**src/rtl/dbv_pkg.sv**
```systemverilog
package dbv_pkg;
  localparam int unsigned DEF_LINES = 8;
  localparam int unsigned DEF_DEPTH = 16;
  localparam int unsigned DEF_SELW  = 4;

  // Requested window length from the select field.
  function automatic int unsigned win_len(input int unsigned sel_val);
    return sel_val + 1;
  endfunction
endpackage

```
**src/rtl/dbv_history.sv**
```systemverilog
module dbv_history #(
  parameter int unsigned LINES = 8,
  parameter int unsigned DEPTH = 16
) (
  input  logic                   clk,
  input  logic                   rst,
  input  logic                   shift_en,
  input  logic [LINES-1:0]       din,
  output logic [DEPTH*LINES-1:0] hist
);
  localparam int unsigned KEEP = (DEPTH - 1) * LINES;

  // Slot s occupies bits [s*LINES +: LINES]; slot 0 is newest.
  always_ff @(posedge clk) begin
    if (rst) begin
      hist <= '0;
    end else if (shift_en) begin
      hist <= {hist[KEEP-1:0], din};
    end
  end
endmodule

```
**src/rtl/dbv_vote.sv**
```systemverilog
module dbv_vote #(
  parameter int unsigned LINES = 8,
  parameter int unsigned DEPTH = 16,
  parameter int unsigned SELW  = 4
) (
  input  logic [DEPTH*LINES-1:0] hist,
  input  logic [SELW-1:0]        sel,
  output logic [LINES-1:0]       vote
);
  // Count ones in the window. For an even length, the oldest slot is
  // swapped for a balanced pair: one counted 1 and one more slot in total.
  function automatic logic line_vote(input logic [DEPTH-1:0] h,
                                     input logic [SELW-1:0]  s);
    int unsigned len, used, cnt, total;
    logic bal;
    len   = dbv_pkg::win_len(32'(s));
    bal   = ~len[0];
    used  = len - 32'(bal);
    cnt   = 32'(bal);
    for (int unsigned k = 0; k < DEPTH; k++) begin
      if (k < used && h[k]) cnt = cnt + 1;
    end
    total = len + 32'(bal);
    return (2 * cnt) > total;
  endfunction

  for (genvar l = 0; l < LINES; l++) begin : g_line
    logic [DEPTH-1:0] col;
    for (genvar s = 0; s < DEPTH; s++) begin : g_slot
      assign col[s] = hist[s*LINES + l];
    end
    always_comb vote[l] = line_vote(col, sel);
  end
endmodule

```
**src/rtl/gpio_debounce_vote.sv**
```systemverilog
module gpio_debounce_vote #(
  parameter int unsigned LINES = dbv_pkg::DEF_LINES,
  parameter int unsigned DEPTH = dbv_pkg::DEF_DEPTH,
  parameter int unsigned SELW  = dbv_pkg::DEF_SELW
) (
  input  logic             clk,
  input  logic             rst,
  input  logic [LINES-1:0] raw_in,
  input  logic             deb_en,
  input  logic [SELW-1:0]  win_sel,
  output logic [LINES-1:0] filt_out
);
  localparam int unsigned HBITS = DEPTH * LINES;

  logic [HBITS-1:0] hist_flat;
  logic [LINES-1:0] vote_w;
  logic [LINES-1:0] filt_q;

  dbv_history #(.LINES(LINES), .DEPTH(DEPTH)) u_hist (
    .clk(clk), .rst(rst), .shift_en(deb_en), .din(raw_in), .hist(hist_flat)
  );

  dbv_vote #(.LINES(LINES), .DEPTH(DEPTH), .SELW(SELW)) u_vote (
    .hist(hist_flat), .sel(win_sel), .vote(vote_w)
  );

  always_ff @(posedge clk) begin
    if (rst)         filt_q <= '0;
    else if (deb_en) filt_q <= vote_w;
    else             filt_q <= raw_in;
  end

  assign filt_out = filt_q;
endmodule

```
**config.mk**
```make
export PLATFORM = sky130hd
export DESIGN_NAME = gpio_debounce_vote
export DESIGN_NICKNAME = d
export VERILOG_FILES = /design/src/rtl/dbv_pkg.sv /design/src/rtl/dbv_history.sv /design/src/rtl/dbv_vote.sv /design/src/rtl/gpio_debounce_vote.sv
export SDC_FILE = /design/constraint.sdc
export NUM_CORES = 1
export LEC_CHECK = 0
export BUFFER_PORTS_ARGS = -buffer_cell sky130_fd_sc_hd__buf_2
export CAP_MARGIN = 25
export CORE_AREA = 4 4 269 271
export DETAILED_ROUTE_END_ITERATION = 10
export DIE_AREA = 0 0 273 275
export HOLD_SLACK_MARGIN = 0.12
export PLACE_DENSITY = 0.55
export SYNTH_ARGS = -nofsm -noshare
export SYNTH_HDL_FRONTEND = slang
export SYNTH_HIERARCHICAL = 1
export SYNTH_SLANG_ARGS = --single-unit
```
**constraint.sdc**
```tcl
create_clock -name clk -period 33.3 [get_ports clk]
set_input_delay 6.66 -clock clk [delete_from_list [all_inputs] [get_ports clk]]
set_output_delay 6.66 -clock clk [all_outputs]
set_load 0.1 [all_outputs]
```
==> flow_summary.toml, run 1 <==
[floorplan]
num_io_pins = 23
die_y_um = 275
start_util_pct = 29.8
core_sq_mm = 0.0698
rows = 97
die-area_sq_mm = 0.0751
fp.dieW_um = 273

[clock_network]
postCtsHoldBufs = 0
clk_pin_slew_ps = 70
cts_resized = 0
clk_latency_ps = 480
cts-root-buf = "clkbuf_16"
post-cts-setup-buffers = 0
clk_path_buf_depth = 2
htreeDepth = 4
tritoncts = "done"
clock-sinks = 136
cts_buffers = 17

[min_path]
hold_path_class = "reg2reg"
min_from = "u_hist/hist[126]"
hold_path_end = "u_hist/hist[126]"
hold_depth = 2

[critical_path]
arrival_ps = 18740
worstSetupStartpointType = "primary input"
r2r_cells = 56
cp-end-kind = "flop"
reg2reg_from = "u_hist/hist[0]"
cp_slowest_cell = "nand2_1"
critPathKind = "in2reg"
r2r_end = "filt_out[0]"
required_ps = 33650
cp_common_cell = "ha_1"
critPathMaxFanout = 22
reg2reg_setup_slack_ps = 21940
max_stage_delay_ps = 610
timing.critical_path.from = "win_sel[0]"

[drt]
vias = 18924
wirelength_mm = 55.1
drt_iter0_markers = 1179
dr.pass1.iters = 5
route.detailed.drc = 0
vias_per_cell = 5.20
final_antenna_net_count = 0
post_drt_wl_per_cell_um = 15.2

[synth]
syn_avg_cell_area_sq_um = 7.63
synthArstFlopShare_pct = 0
yosysWarnings = 6
synth_top_area_share_pct = 13.1
synth_area_sq_mm = 0.0208
synth_largest_area_cell = "dfxtp_1"
ys_seq_elements = 136
syn_nets = 2887
yosysMostFrequentCell = "nand2_1"
syn_inst = 2727
ys.flop_type = "dfxtp_1"
yosysSeqAreaShare_pct = 13.1
synth-edff-count = 0
yosys-top-cells-area = "dfxtp_1, ha_1, xnor2_1"
synth_common_cells = "nand2_1, nor2_1, xnor2_1, mux2i_1, nand3_1"
synth_cell_types = 109

[sta]
slew_viol_final = 0
worst_slack_ps = 14920
fin_setup_tns_ps = 0
post-route-period-util_pct = 55.2
rsz0062_at_grt = "false"
max_freq_mhz = 54.4
tightest_slew_ps = 1030
relSlewSlack_pct = 31.2
min_period_ps = 18380
setup_violations = 0
hold_viol = 0
finalClockSkew_ps = 8.71

[global_route]
grt_pass1_vias = 17752
gr-usage-all-layers_pct = 14.7
antenna_found_initial = 4
grt-ovfl-total = 0
grt_max_degree = 82
grt_pass1_wl_mm = 91.0

[final_layout]
utilization_pct = 31.9
fin_area_sq_mm = 0.0222
drive_gt1_share_pct = 6.34
nNetsFinal = 2845
syn_to_final_growth_pct = 6.94
diodes = 0
nFillCells = 7477

[power]
comb_power_share_pct = 32.1
p_seq_share_pct = 30.2
swShare_pct = 36.5
p_switching_w = 0.000202
p_leak_nw = 8.74
p_clk_share_pct = 37.7
vdd_drop_max_uv = 33.9
internal_power_w = 0.000351
cellPowerDensity_mw_per_mm2 = 24.9

[placement]
gp_congestion = 0.807
port_buffers = 22
hpwl_mm = 40.3
placed_area_sq_mm = 0.0216
detailedPlace.worstSlack_ps = 14560

[status]
status = "complete, no violations"

[flow_run]
maxCapViolCount = 0
==> worst max-delay path, delay by kind of cell <==
family                     cells  cell delay (ps)
and+or+nand+nor               25             4610
adders and majority gates     15             4500
AOI/OAI and AO/OA             11             1550
buffers and inverters          4              590
muxes                          3              480
xor gates and xnor gates       2              290
==> power by group through the flow <==
stage               clock network [W]  logic (W)  registers [W]
CTS                          0.000217   0.000177       0.000167
global placement                    0   0.000175       0.000171
finish                       0.000209   0.000177       0.000167
floorplan                           0   0.000131       0.000174
detailed placement                  0   0.000176       0.000171
global route                 0.000222   0.000197       0.000167
==> state kept, by name (all words and copies together), names as in the netlist <==
register     count
filt_out         8
u_hist/hist    128
==> area by class of cell <==
type,instances,area (sq um),area share [%]
clock buffer,21,470,2.12
clock inverter,11,145,0.653
inverter,72,270,1.22
multi-input combinational,2416,17200,77.2
sequential,136,2720,12.2
tap,940,1180,5.29
timing repair buffer,42,275,1.24
==> how the worst max path moves through the flow <==
stage / endpoint / slack [ps] / cells past startpoint
2_1_floorplan: filt_out[0] / 15870 / 62
3_3_place_gp: filt_out[0] / 14760 / 60
3_5_place_dp: filt_out[0] / 14560 / 60
4_1_cts: filt_out[0] / 15050 / 60
5_1_grt: filt_out[0] / 14010 / 60
6_report: filt_out[0] / 14920 / 60
==> layout by cell type, fill, tap and decap left out, drive strengths merged, types with 9 or more instances in the layout <==
cell,count
nand2,330
nor2,309
xnor2,232
mux2i,169
nand3,154
ha,145
xor2,143
dfxtp,136
a21oi,118
o21ai,101
inv,73
nor3,58
and2,58
and3,48
buf,41
nand4,36
a31oi,34
nor3b,26
o22ai,26
o211ai,25
xnor3,25
mux2,25
nor2b,22
or3,22
clkbuf,22
nand2b,17
a211oi,17
o31ai,16
nand3b,15
a21o,14
nor4,14
o21a,13
nor4b,12
or3b,11
a32oi,10
o32ai,9
==> through the flow <==
stage                     hold WS, ps  std cells  total power [W]
after global routing              528       3638         0.000587
final                             499       3638         0.000553
after detailed placement          479       3606         0.000347
after CTS                         496       3638         0.000561
after global placement            469       3606         0.000346
after floorplan                   452       2727         0.000305
==> cell families after synthesis <==
family	after synthesis	share of synthesized area, %
AND/OR/NAND/NOR	1170	27.4
AO/OA/AOI/OAI	494	16.0
adder cells (fa/ha/maj)	152	9.06
XOR/XNOR	406	20.4
multiplexers	194	9.57
flip-flops	136	13.1
buffers and inverters	175	4.48
==> per-layer routing <==
metal / GRT usage, % / share of wire, % / vias to the layer above
met4: 4.87 / 2.6 / 0
met2: 25.0 / 46 / 247
met1: 19.2 / 48 / 8878
met3: 1.94 / 2.7 / 51
li1: - / - / 9748
met5: 0 / 0 / -
No activity file was read; power rests on OpenSTA's default activity.
==> inputs of run 2 (changes only) <==
Settings changed: PLACE_DENSITY 0.55 to 0.56.
Clock period 33.3 ns to 16.6 ns, I/O delays scaled along.
==> run 2 against run 1 <==
Utilization increased by 0.12 points; die area is the same; worst hold slack worse by 5.8 ps; total power grew 100%; combinational power is 100% higher; final cell count up 0.19%; flip-flop and latch count unchanged; wire length up 0.24%.
==> flow_summary.toml, run 2 (synthesis gave the netlist of run 1 again) <==
[status]
status = "complete, no violations"

[critical_path]
cp_slowest_cell = "nor4b_1"
cp-end-kind = "flop"
worstSetupStartpointType = "primary input"
arrival_ps = 14930
critPathMaxFanout = 22
required_ps = 16960
r2r_cells = 56
cp_common_cell = "ha_1"
critPathKind = "in2reg"
max_stage_delay_ps = 420
reg2reg_setup_slack_ps = 5290
r2r_end = "filt_out[0]"
reg2reg_from = "u_hist/hist[0]"

[min_path]
hold_depth = 2
hold_path_end = "u_hist/hist[123]"
hold_path_class = "reg2reg"
min_from = "u_hist/hist[123]"

[clock_network]
clk_latency_ps = 490
clk_path_buf_depth = 2
cts_resized = 0
tritoncts = "done"
clock-sinks = 136
htreeDepth = 4
clk_pin_slew_ps = 60
postCtsHoldBufs = 0
post-cts-setup-buffers = 0
cts-root-buf = "clkbuf_16"
cts_buffers = 17

[flow_run]
maxCapViolCount = 0

[floorplan]
fp.dieW_um = 273
die-area_sq_mm = 0.0751
num_io_pins = 23
start_util_pct = 29.8
die_y_um = 275
rows = 97
core_sq_mm = 0.0698

[final_layout]
largest-register = "u_hist/hist"
syn_to_final_growth_pct = 7.35
drive_gt1_share_pct = 6.51
largest_reg_flops = 128
utilization_pct = 32.0
layout_commonest_cell = "nand2_1"
final_cell_mix = "nand2_1, nor2_1, xnor2_1, mux2i_1, nand3_1"
nNetsFinal = 2849

[placement]
port_buffers = 22
hpwl_mm = 40.3
gp_congestion = 0.802

[power]
p_clk_share_pct = 38.8
cellPowerDensity_mw_per_mm2 = 50.6
p_seq_share_pct = 29.6
p_switching_w = 0.000406
comb_power_share_pct = 31.5
vdd_drop_max_uv = 69.2
swShare_pct = 35.9
internal_power_w = 0.000725
p_leak_nw = 8.78

[drt]
post_drt_wl_per_cell_um = 15.2
final_antenna_net_count = 0
vias = 18933
wirelength_mm = 55.3
drt_iter0_markers = 995
dr.pass1.iters = 5
route.detailed.drc = 0
vias_per_cell = 5.19

[sta]
tightest_slew_ps = 1060
relSlewSlack_pct = 29.0
max_freq_mhz = 68.6
slew_viol_final = 0
setup_violations = 0
fin_setup_tns_ps = 0
whs_ps = 493
min_period_ps = 14570
post-route-period-util_pct = 87.8
rsz0062_at_grt = "false"
finalClockSkew_ps = 7.41
hold_viol = 0

[global_route]
grt_pass1_vias = 17414
grt_max_degree = 83
grt-ovfl-total = 0
grt_pass1_wl_mm = 90.1
antenna_found_initial = 5
gr-usage-all-layers_pct = 14.6
==> run 2: cell count changes in the layout (fill, tap and decap cells not counted), sizes merged <==
cell | previous run | this run
diode | 0 | 3
inv | 73 | 72
buf | 41 | 45
bufinv | 3 | 4
clkinvlp | 3 | 4
clkinv | 4 | 3
==> run 2: power by group through the flow <==
stage | logic, W | clock network, W | registers (W)
after floorplan | 0.000263 | 0 | 0.000349
after global placement | 0.000352 | 0 | 0.000343
after detailed placement | 0.000354 | 0 | 0.000342
after CTS | 0.000356 | 0.000458 | 0.000335
after global routing | 0.000396 | 0.000466 | 0.000336
final | 0.000356 | 0.000439 | 0.000335
==> run 2: worst max-delay path by stage <==
stage                     from          end  slack (ps)
CTS                 win_sel[0]  filt_out[0]        2090
floorplan           win_sel[0]  filt_out[0]        2510
global route        win_sel[0]  filt_out[0]         990
detailed placement  win_sel[0]  filt_out[0]        1570
finish              win_sel[0]  filt_out[0]        2030
global placement    win_sel[0]  filt_out[0]        1750
==> run 2: final cells by class <==
type,count,area [sq um]
diodes,3,7.51
flip-flops and latches,136,2720
clock inverters,11,169
fillers,7507,47500
inverters,72,270
well taps,940,1180
clock buffers,21,480
repair buffers,46,318
multi-input cells,2416,17200
==> run 2: critical path, delay by kind of cell <==
family,cells,cell delay (ps)
and+or+nand+nor,25,4250
muxes,3,470
adders and majority gates,15,4510
xor gates and xnor gates,2,290
AOI/OAI and AO/OA,11,1500
buffers and inverters,4,580
==> run 2: through the flow <==
step                      cells  power, W  setup WS (ps)  instance area (sq um)
after floorplan            2727  0.000612           2510                  20800
after global placement     3609  0.000695           1750                  21600
after detailed placement   3609  0.000696           1570                  21600
after CTS                  3641   0.00115           2090                  22300
after global routing       3645   0.00120            994                  22300
final                      3645   0.00113           2030                  22300
==> run 2: per-layer routing <==
| metal | GRT usage (%) | wire (um) | part of all wire, % | vias to the layer above |
|---|---|---|---|---|
| met5 | 0 | 0 | 0 | - |
| met4 | 5.96 | 1650 | 3.0 | 0 |
| met3 | 2.15 | 1710 | 3.1 | 64 |
| met2 | 24.5 | 25300 | 46 | 252 |
| met1 | 18.8 | 26600 | 48 | 8841 |
| li1 | - | - | - | 9776 |
